==> src/rtl/i2ct_pkg.sv <==
package i2ct_pkg;

    typedef enum logic [1:0] {
        L_IDLE,
        L_ADDR,
        L_WR,
        L_RD
    } link_st_e;

    typedef enum logic [1:0] {
        F_IDLE,
        F_CTRL,
        F_ONE,
        F_STREAM
    } frame_st_e;

    localparam int BYTE_W = 8;
    localparam int CO_POS = 7;
    localparam int DC_POS = 6;

endpackage

==> src/rtl/i2ct_deglitch.sv <==
module i2ct_deglitch #(
    parameter int  FILT_LEN = 3,
    parameter logic RST_VAL = 1'b1
) (
    input  logic clk,
    input  logic rst_n,
    input  logic raw_i,
    output logic clean_o
);

    typedef struct packed {
        logic [1:0]          sync;
        logic [FILT_LEN-1:0] hist;
        logic                clean;
    } dg_t;

    dg_t dg_d, dg_q;

    always_comb begin
        dg_d       = dg_q;
        dg_d.sync  = {dg_q.sync[0], raw_i};
        dg_d.hist  = {dg_q.hist[FILT_LEN-2:0], dg_q.sync[1]};
        if (&dg_q.hist) begin
            dg_d.clean = 1'b1;
        end else if (~|dg_q.hist) begin
            dg_d.clean = 1'b0;
        end
    end

    always_ff @(posedge clk or negedge rst_n) begin
        if (!rst_n) begin
            dg_q <= '{sync: {2{RST_VAL}}, hist: {FILT_LEN{RST_VAL}}, clean: RST_VAL};
        end else begin
            dg_q <= dg_d;
        end
    end

    assign clean_o = dg_q.clean;

    // The filtered level only moves to a value the synchroniser delivered earlier.
    AST_FILT_AGREE: assert property (@(posedge clk) disable iff (!rst_n)
        !$stable(dg_q.clean) |-> ($past(dg_q.sync[1], 2) == dg_q.clean));

endmodule

==> src/rtl/i2ct_bitlink.sv <==
module i2ct_bitlink
    import i2ct_pkg::*;
(
    input  logic              clk,
    input  logic              rst_n,
    input  logic              scl_f,
    input  logic              sda_f,
    input  logic [6:0]        my_addr,
    input  logic [BYTE_W-1:0] tx_byte,
    output logic              sda_oe,
    output logic              byte_stb,
    output logic [BYTE_W-1:0] byte_o,
    output logic              txn_wr,
    output logic              bus_rst,
    output logic              tx_load
);

    typedef struct packed {
        link_st_e          st;
        logic [3:0]        cnt;
        logic              in_ack;
        logic              nack;
        logic [BYTE_W-1:0] sh;
        logic [BYTE_W-1:0] tx;
        logic [BYTE_W-1:0] byte_val;
        logic              oe;
        logic              scl_p;
        logic              sda_p;
        logic              byte_stb;
        logic              txn_wr;
        logic              bus_rst;
        logic              tx_load;
    } lk_t;

    lk_t lk_d, lk_q;
    logic rise, fall, start_c, stop_c;

    always_comb begin
        rise    = scl_f & ~lk_q.scl_p;
        fall    = ~scl_f & lk_q.scl_p;
        start_c = scl_f & lk_q.scl_p & lk_q.sda_p & ~sda_f;
        stop_c  = scl_f & lk_q.scl_p & ~lk_q.sda_p & sda_f;

        lk_d          = lk_q;
        lk_d.scl_p    = scl_f;
        lk_d.sda_p    = sda_f;
        lk_d.byte_stb = 1'b0;
        lk_d.txn_wr   = 1'b0;
        lk_d.bus_rst  = 1'b0;
        lk_d.tx_load  = 1'b0;

        if (start_c) begin
            lk_d.st      = L_ADDR;
            lk_d.cnt     = '0;
            lk_d.in_ack  = 1'b0;
            lk_d.oe      = 1'b0;
            lk_d.bus_rst = 1'b1;
        end else if (stop_c) begin
            lk_d.st      = L_IDLE;
            lk_d.cnt     = '0;
            lk_d.in_ack  = 1'b0;
            lk_d.oe      = 1'b0;
            lk_d.bus_rst = 1'b1;
        end else begin
            case (lk_q.st)
                L_ADDR, L_WR: begin
                    if (rise && !lk_q.in_ack && lk_q.cnt < 4'd8) begin
                        lk_d.sh  = {lk_q.sh[BYTE_W-2:0], sda_f};
                        lk_d.cnt = lk_q.cnt + 4'd1;
                    end
                    if (fall) begin
                        if (!lk_q.in_ack && lk_q.cnt == 4'd8) begin
                            lk_d.in_ack = 1'b1;
                            if (lk_q.st == L_ADDR) begin
                                if (lk_q.sh[7:1] == my_addr) begin
                                    lk_d.oe = 1'b1;
                                end else begin
                                    lk_d.st     = L_IDLE;
                                    lk_d.in_ack = 1'b0;
                                end
                            end else begin
                                lk_d.oe = 1'b1;
                            end
                        end else if (lk_q.in_ack) begin
                            lk_d.in_ack = 1'b0;
                            lk_d.oe     = 1'b0;
                            lk_d.cnt    = '0;
                            if (lk_q.st == L_WR) begin
                                lk_d.byte_stb = 1'b1;
                                lk_d.byte_val = lk_q.sh;
                            end else if (lk_q.sh[0]) begin
                                lk_d.st      = L_RD;
                                lk_d.tx      = tx_byte;
                                lk_d.oe      = ~tx_byte[7];
                                lk_d.tx_load = 1'b1;
                            end else begin
                                lk_d.st     = L_WR;
                                lk_d.txn_wr = 1'b1;
                            end
                        end
                    end
                end
                L_RD: begin
                    if (rise) begin
                        if (lk_q.in_ack) begin
                            lk_d.nack = sda_f;
                        end else if (lk_q.cnt < 4'd8) begin
                            lk_d.cnt = lk_q.cnt + 4'd1;
                        end
                    end
                    if (fall) begin
                        if (lk_q.in_ack) begin
                            lk_d.in_ack = 1'b0;
                            lk_d.cnt    = '0;
                            if (lk_q.nack) begin
                                lk_d.st = L_IDLE;
                                lk_d.oe = 1'b0;
                            end else begin
                                lk_d.tx      = tx_byte;
                                lk_d.oe      = ~tx_byte[7];
                                lk_d.tx_load = 1'b1;
                            end
                        end else if (lk_q.cnt == 4'd8) begin
                            lk_d.oe     = 1'b0;
                            lk_d.in_ack = 1'b1;
                        end else if (lk_q.cnt != 4'd0) begin
                            lk_d.oe = ~lk_q.tx[3'd7 - lk_q.cnt[2:0]];
                        end
                    end
                end
                default: begin
                    lk_d.oe = 1'b0;
                end
            endcase
        end
    end

    always_ff @(posedge clk or negedge rst_n) begin
        if (!rst_n) begin
            lk_q <= '{st: L_IDLE, cnt: '0, in_ack: 1'b0, nack: 1'b0, sh: '0, tx: '0,
                      byte_val: '0, oe: 1'b0, scl_p: 1'b1, sda_p: 1'b1, byte_stb: 1'b0,
                      txn_wr: 1'b0, bus_rst: 1'b0, tx_load: 1'b0};
        end else begin
            lk_q <= lk_d;
        end
    end

    assign sda_oe   = lk_q.oe;
    assign byte_stb = lk_q.byte_stb;
    assign byte_o   = lk_q.byte_val;
    assign txn_wr   = lk_q.txn_wr;
    assign bus_rst  = lk_q.bus_rst;
    assign tx_load  = lk_q.tx_load;

    AST_IDLE_RELEASED: assert property (@(posedge clk) disable iff (!rst_n)
        (lk_q.st == L_IDLE) |-> !lk_q.oe);

    AST_OE_MOVES_SCL_LOW: assert property (@(posedge clk) disable iff (!rst_n)
        (!$stable(lk_q.oe) && !lk_q.bus_rst) |-> !scl_f);

    AST_WR_ACK_ONLY: assert property (@(posedge clk) disable iff (!rst_n)
        (lk_q.st == L_WR && !lk_q.in_ack) |-> !lk_q.oe);

endmodule

==> src/rtl/i2ct_framer.sv <==
module i2ct_framer
    import i2ct_pkg::*;
(
    input  logic              clk,
    input  logic              rst_n,
    input  logic              bus_rst,
    input  logic              txn_wr,
    input  logic              byte_stb,
    input  logic [BYTE_W-1:0] byte_i,
    output logic              dc_o,
    output logic              cmd_valid,
    output logic [BYTE_W-1:0] cmd_byte,
    output logic              data_valid,
    output logic [BYTE_W-1:0] data_byte
);

    typedef struct packed {
        frame_st_e         st;
        logic              dc;
        logic              cmd_v;
        logic [BYTE_W-1:0] cmd_b;
        logic              dat_v;
        logic [BYTE_W-1:0] dat_b;
    } fr_t;

    fr_t fr_d, fr_q;

    always_comb begin
        fr_d       = fr_q;
        fr_d.cmd_v = 1'b0;
        fr_d.dat_v = 1'b0;
        if (bus_rst) begin
            fr_d.st = F_IDLE;
        end else if (txn_wr) begin
            fr_d.st = F_CTRL;
        end else if (byte_stb) begin
            case (fr_q.st)
                F_CTRL: begin
                    fr_d.dc = byte_i[DC_POS];
                    fr_d.st = byte_i[CO_POS] ? F_ONE : F_STREAM;
                end
                F_ONE, F_STREAM: begin
                    if (fr_q.dc) begin
                        fr_d.dat_v = 1'b1;
                        fr_d.dat_b = byte_i;
                    end else begin
                        fr_d.cmd_v = 1'b1;
                        fr_d.cmd_b = byte_i;
                    end
                    if (fr_q.st == F_ONE) begin
                        fr_d.st = F_CTRL;
                    end
                end
                default: fr_d.st = F_IDLE;
            endcase
        end
    end

    always_ff @(posedge clk or negedge rst_n) begin
        if (!rst_n) begin
            fr_q <= '{st: F_IDLE, dc: 1'b0, cmd_v: 1'b0, cmd_b: '0, dat_v: 1'b0, dat_b: '0};
        end else begin
            fr_q <= fr_d;
        end
    end

    assign dc_o       = fr_q.dc;
    assign cmd_valid  = fr_q.cmd_v;
    assign cmd_byte   = fr_q.cmd_b;
    assign data_valid = fr_q.dat_v;
    assign data_byte  = fr_q.dat_b;

    AST_CTRL_SILENT: assert property (@(posedge clk) disable iff (!rst_n)
        (byte_stb && fr_q.st == F_CTRL && !bus_rst && !txn_wr) |=> !(cmd_valid || data_valid));

    AST_ONE_STREAM: assert property (@(posedge clk) disable iff (!rst_n)
        $onehot0({cmd_valid, data_valid}));

    AST_STROBE_SHORT: assert property (@(posedge clk) disable iff (!rst_n)
        (cmd_valid || data_valid) |=> !(cmd_valid || data_valid));

endmodule

==> src/rtl/i2c_disp_target.sv <==
module i2c_disp_target
    import i2ct_pkg::*;
#(
    parameter logic [5:0] ADDR_HI  = 6'b011110,
    parameter int         FILT_LEN = 3
) (
    input  logic              clk,
    input  logic              rst_n,
    input  logic              scl_i,
    input  logic              sda_i,
    input  logic              addr_sel,
    input  logic [BYTE_W-1:0] status_byte,
    input  logic [BYTE_W-1:0] rd_data,
    output logic              sda_oe,
    output logic              cmd_valid,
    output logic [BYTE_W-1:0] cmd_byte,
    output logic              data_valid,
    output logic [BYTE_W-1:0] data_byte,
    output logic              rd_take
);

    localparam int N_LINES = 2;

    logic [N_LINES-1:0] raw_lines;
    logic [N_LINES-1:0] clean_lines;
    logic [6:0]         my_addr;
    logic [BYTE_W-1:0]  tx_byte;
    logic [BYTE_W-1:0]  rx_byte;
    logic               byte_stb, txn_wr, bus_rst, tx_load, dc;

    assign raw_lines = {sda_i, scl_i};
    assign my_addr   = {ADDR_HI, addr_sel};

    for (genvar g = 0; g < N_LINES; g++) begin : g_line
        i2ct_deglitch #(
            .FILT_LEN (FILT_LEN),
            .RST_VAL  (1'b1)
        ) u_dg (
            .clk     (clk),
            .rst_n   (rst_n),
            .raw_i   (raw_lines[g]),
            .clean_o (clean_lines[g])
        );
    end

    assign tx_byte = dc ? rd_data : status_byte;
    assign rd_take = tx_load & dc;

    i2ct_bitlink u_link (
        .clk      (clk),
        .rst_n    (rst_n),
        .scl_f    (clean_lines[0]),
        .sda_f    (clean_lines[1]),
        .my_addr  (my_addr),
        .tx_byte  (tx_byte),
        .sda_oe   (sda_oe),
        .byte_stb (byte_stb),
        .byte_o   (rx_byte),
        .txn_wr   (txn_wr),
        .bus_rst  (bus_rst),
        .tx_load  (tx_load)
    );

    i2ct_framer u_frame (
        .clk        (clk),
        .rst_n      (rst_n),
        .bus_rst    (bus_rst),
        .txn_wr     (txn_wr),
        .byte_stb   (byte_stb),
        .byte_i     (rx_byte),
        .dc_o       (dc),
        .cmd_valid  (cmd_valid),
        .cmd_byte   (cmd_byte),
        .data_valid (data_valid),
        .data_byte  (data_byte)
    );

endmodule

==> config.mk <==
export PLATFORM = sky130hd
export DESIGN_NAME = i2c_disp_target
export DESIGN_NICKNAME = d
export VERILOG_FILES = /design/src/rtl/i2ct_pkg.sv /design/src/rtl/i2ct_deglitch.sv /design/src/rtl/i2ct_bitlink.sv /design/src/rtl/i2ct_framer.sv /design/src/rtl/i2c_disp_target.sv
export SDC_FILE = /design/constraint.sdc
export NUM_CORES = 1
export LEC_CHECK = 0
export BUFFER_PORTS_ARGS = -buffer_cell sky130_fd_sc_hd__buf_4
export CAP_MARGIN = 0
export CORE_UTILIZATION = 30
export DETAILED_ROUTE_END_ITERATION = 16
export SLEW_MARGIN = 10
export SYNTH_ARGS = -nofsm -noshare
export SYNTH_HDL_FRONTEND = slang
export SYNTH_SLANG_ARGS = --single-unit
==> constraint.sdc <==
create_clock -name clk -period 4.4 [get_ports clk]
set_input_delay 0.66 -clock clk [delete_from_list [all_inputs] [get_ports clk]]
set_output_delay 0.66 -clock clk [all_outputs]
set_load 0.01 [all_outputs]
-- After elaboration in Yosys (flattened, before gate mapping)
Index checks and enable logic that the tools add are counted.
- bits in latches: 0
- output and inout port bits: 20
- memories kept: 0
- bits in read-only memories: 0
- bits in writable memories: 0
- bits of input ports: 21
- logic and storage cells: 191
- register bits after elaboration: 72
- reduce and logical (&&, ||, !) cells: 25
- multiplexer cells: 87
- add/subtract/negate cells: 2
- divide/modulo/power cells: 0
- order comparisons: 2
- bitwise logic cells: 20
- shift-type cells: 0
- multiply operators: 0
- equality and inequality tests: 29
- operators with widths (operator ; number):
    $mux W8 ; 7
    $mux W18 ; 3
    $mux W1 ; 40
    $mux W7 ; 5
    $mux W17 ; 2
    $mux W2 ; 14
    $mux W21 ; 1
    $mux W4 ; 5
    $reduce_and A5 Y1 ; 4
    $mux W9 ; 2
    $mux W16 ; 1
    $ne A4 B1 Y1 const B ; 4
    $pmux W8 S2 ; 1
    $ne A2 B1 Y1 const B ; 7
    $pmux W7 S2 ; 1
    $not A1 Y1 ; 12
    $reduce_and A11 Y1 ; 1
    $ne A5 B3 Y1 const B ; 2
    $reduce_and A3 Y1 ; 3
    $reduce_and A9 Y1 ; 1
    $and A1 B1 Y1 ; 8
    $eq A2 B2 Y1 const B ; 4
    $reduce_and A4 Y1 ; 2
    $reduce_bool A4 Y1 ; 2
    other kinds (25) ; 33

-- Longest topological paths before layout
- word-level depth: 11
- depth in mapped cells: 9
- gate-level depth less buffers: 7

-- Hierarchy
Synthesis repeated with hierarchy kept, for this count alone.
- cells, all modules: 304
- area total of the unflattened synthesis: 3562.2 µm²
- by module, submodules not included (module ; instances ; cells each ; sequential area each (µm²) ; area each (µm²)):
    i2ct_bitlink ; 1 ; 207 ; 978.4 ; 2139.6
    i2ct_framer ; 1 ; 65 ; 525.5 ; 923.4
    i2ct_deglitch ; 2 ; 10 ; 157.7 ; 176.4
    i2c_disp_target ; 1 ; 12 ; 0.0 ; 146.4

-- Worst setup path after synthesis
No wires, ideal clock.
- path type: input to register
- start point: in addr_sel
- end point: reg u_link.lk_q[38] (netlist bit)
- data required time: 4272 ps
- stages: 5
- setup slack: 2338 ps
- buffers on the path: 0
- arrival time: 1934 ps
- cell sequence: xor2_1 -> or4_4 -> a21bo_1 -> a31oi_4 -> mux2_1
- word-level cells in the longest chain between the ends: 3
- ends and longest elaborated chain (item ; line ; source):
    start: declaration ; i2c_disp_target.sv:11 ; input logic addr_sel,
    $eq A7 B6 Y1 ; i2ct_bitlink.sv:75 ; if (lk_q.sh[7:1] == my_addr) begin
    $ne A5 B3 Y1 (no source line) ; - ;
    $reduce_and A9 Y1 (no source line) ; - ;
    end signal: assignment ; i2ct_bitlink.sv:140 ; lk_q <= '{st: L_IDLE, cnt: '0, in_ack: 1'b0, nack: 1'b0, sh: '0, tx: '0,
    end signal: assignment ; i2ct_bitlink.sv:144 ; lk_q <= lk_d;
    end: declaration ; i2ct_bitlink.sv:35 ; lk_t lk_d, lk_q;
Every way passes these cells.
A chain may end at the register's enable or synchronous reset.

-- Worst setup path in the final report
- start point: reg u_link.lk_q[38] (netlist bit)
- end point: reg u_link.lk_q[19] (netlist bit)
- word-level cells in the longest chain between the ends: 4
- elaborated cells on any way between the ends: 15
- ends and longest elaborated chain (item ; line ; source):
    $eq A2 B2 Y1 / $eq A2 B1 Y1 (equally long branches) ; i2ct_bitlink.sv:65, i2ct_bitlink.sv:88 ;
    $reduce_or A2 Y1 ; i2ct_bitlink.sv:65 ; case (lk_q.st)
    $ne A2 B1 Y1 (no source line), or another cell as far along ; - ;
    $reduce_and A11 Y1 (no source line) ; - ;
Parallel ways exist; a longest one is shown, timed or not.

==> flow_summary_export.csv <==
group,metric,value,unit
min_path,hold_depth,0,
global_route,antenna_found_initial,0,
global_route,grt_pass1_vias,2306,
placement,place.gp.congestion,0.852,
setup_path,start_kind,"flop",
min_path,hold_class,"reg2reg",
synth,synth_edf_count,0,
cts,worstSkewPairLatency,0.33,ns
global_route,grt-ovfl-total,0,
setup_path,crit_required,4.61,ns
synth,synth.distinct_cells,57,
power,peakVddDrop,193,uV
setup_path,endpoint_kind,"flop",
timing,maxSlewViolCount,0,
placement,dp_hpwl,4470,um
cts,clk_pin_slew,0.06,ns
timing,worstMarginPinSlew,0.916,ns
floorplan,pin_count,41,
timing,max_freq,418,MHz
route,vias,2259,
setup_path,cp_max_fo,8,
setup_path,crit_arrival,2.60,ns
power,pwr-share-comb,0.171,
cts,cts-hold-fix-buffers,0,
cts,numCtsBuffers,9,
synth,ys_ff_latch,72,
synth,syn_nets,335,
run_status,status,"finished clean",
setup_path,crit_type,"reg2reg",
power,netSwitchingPower,0.494,mW
cells_and_area,num-fill-cells,1099,
route,drc,0,
synth,synthCells,305,
power,p_leak,1.88,nW
cts,root_buffer,"clkbuf_16",
timing,maxSlewHeadroom,0.389,
floorplan,initial_core_util,0.315,
global_route,grt_max_degree,73,
synth,ys_seq_area_frac,0.524,
cts,ctsHtreeMaxLevel,3,
timing,tns,0,ns
cells_and_area,layout_common_cells,"dfrtp_1 (58), nand2_1 (41), buf_4 (40)",
route,antenna_left,0,
cells_and_area,fin_nets,360,
route,firstDrtPassIters,4,
setup_path,rr_worst_depth,7,
synth,ys.warnings.count,0,
route,viasPerCell,4.77,
timing,fin_skew,0.00627,ns
route,routedWlPerCell,13.6,um
power,clkPwrFrac,0.398,
floorplan,die-height,110,um
power,p_int,1.27,mW
cells_and_area,drive_gt1_frac,0.320,
floorplan,num_rows,38,
synth,avgSynthCellArea,11.4,um2
timing,grt_setup_unrepaired,"false",
placement,io_buffers,40,
route,drt_iter0_drc,94,
route,routed_wl,6470,um
cts,post_cts_buffers,0,
synth,syn_area,3470,um2
power,swShare,0.280,
timing,hold_violations,0,
cts,cts.sinks,72,
timing,fin_crit_sh,0.543,
timing,layout_min_cycle_time,2.39,ns
run,maxCapViolCount,0,
cells_and_area,antenna_cells,0,
timing,final-setup-viol-count,0,
cts,cts_resized,0,
cts,clockBufferDepth,2,
floorplan,dieWidth,110,um
global_route,grt_pass1_wl,11300,um
power,seq_power_share,0.431,
cells_and_area,final_common_cell,"dfrtp_1",
global_route,grt_usage,0.124,
synth,synthFlopType,"dfrtp_1",
cts,cts_tree,"yes",
cells_and_area,area_delta_synth_final,16.6,%
floorplan,dieArea,12000,um2
power,cellPowerDensity,436,nW/um2
timing,hold_ws,0.355,ns
floorplan,core_region_area,11000,um2
synth,synthArstFlopShare,1.00,
[synthesized netlist by cell type, types with 2 or more instances]
master    number  area share
dfrtp_1       58        0.42
nand2_1       41       0.044
mux2_2        24       0.078
buf_4         21       0.045
nor2_1        17       0.018
dfstp_2       14        0.11
o21ai_0       13       0.019
inv_1         11       0.012
mux2_1        11       0.036
mux2i_1       11       0.032
a21oi_1       10       0.014
ha_1           9       0.032
nor3_1         6      0.0087
nand4_1        4      0.0072
nand3_1        3      0.0043
nor2_2         3      0.0054
nor4_1         3      0.0054
and2_1         2      0.0036
buf_2          2      0.0029
clkbuf_1       2      0.0022
nand3_2        2      0.0058
nor2b_1        2      0.0036
xor2_1         2      0.0050
[flip-flops by register name, indices dropped and copies added, names as in the netlist, 2 cells and up]
signal	cells
g_line.u_dg.dg_q	2
g_line.u_dg.clean_o	2
u_frame.cmd_byte	8
u_frame.data_byte	8
u_link.lk_q	26
u_frame.fr_q	2
u_link.byte_o	8
g_line.u_dg.dg_d	8
[logic make-up (layout without fill, tap and decap cells)]
| logic type | count (synthesis) | in the layout | share of synthesized area |
|---|---|---|---|
| buffers and inverters | 39 | 68 | 0.0682 |
| adders and majority gates | 9 | 9 | 0.0325 |
| AOI/OAI and AO/OA | 38 | 38 | 0.0736 |
| muxes | 46 | 46 | 0.145 |
| DFF | 72 | 72 | 0.524 |
| and+or+nand+nor | 99 | 99 | 0.151 |
| xor gates and xnor gates | 2 | 2 | 0.00505 |
[power groups by stage]
stage               logic (mW)  registers [mW]  clock network, mW
floorplan                0.252           0.750                  0
global placement         0.297           0.772                  0
detailed placement       0.304           0.773                  0
CTS                      0.304           0.762              0.728
global route             0.343           0.771              0.753
finish                   0.302           0.762              0.702
[final timing paths]
check	from	to	slack (ns)
max	u_link.lk_q[38]$_DFFE_PN0P_	u_link.lk_q[19]$_DFFE_PN0P_	2.01
min in group asynchronous	rst_n	u_link.lk_q[36]$_DFFE_PN0N_	0.46
min	g_line[0].u_dg.dg_d[5]$_DFF_PN1_	g_line[0].u_dg.dg_d[1]$_DFF_PN1_	0.35
max in group asynchronous	rst_n	u_link.lk_q[33]$_DFFE_PN0N_	3.34
max reg2reg	u_link.lk_q[38]$_DFFE_PN0P_	u_link.lk_q[19]$_DFFE_PN0P_	2.01
min reg2reg	g_line[0].u_dg.dg_d[5]$_DFF_PN1_	g_line[0].u_dg.dg_d[1]$_DFF_PN1_	0.35
[per-layer routing]
layer  global-route usage  vias to the layer above  part of all wire
met4               0.0543                        0             0.016
met2                0.192                       49              0.46
li1                     -                     1092                 -
met5                    0                        -                 0
met1                0.158                     1106              0.48
met3               0.0409                       12             0.049
[per-stage QoR]
stage	instances	setup WS, ns	power, mW	util	instance area, um2
CTS	474	2.01	1.79	0.367	4050
global placement	459	2.13	1.07	0.341	3760
finish	474	2.01	1.77	0.367	4050
global route	474	1.81	1.87	0.367	4050
detailed placement	459	2.02	1.08	0.341	3760
floorplan	305	2.34	1.00	-	3470
[critical path: stages (launching register included)]
cell and delay (ns):
dfrtp_1 0.43, inv_1 0.09, ha_1 0.40, nor2_1 0.21
nor2_2 0.07, nor3_2 0.23, o2111a_1 0.48, mux2_1 0.37
[layout make-up]
cell class	count	area [um2]	share of cell area
multi-input cells	194	1410	0.349
repair buffers	40	300	0.0742
well taps	140	175	0.0433
inverters	13	50.0	0.0124
flip-flops and latches	72	1820	0.450
clock buffers	10	229	0.0566
clock inverters	5	58.8	0.0145
No activity file was read; power rests on OpenSTA's default activity.
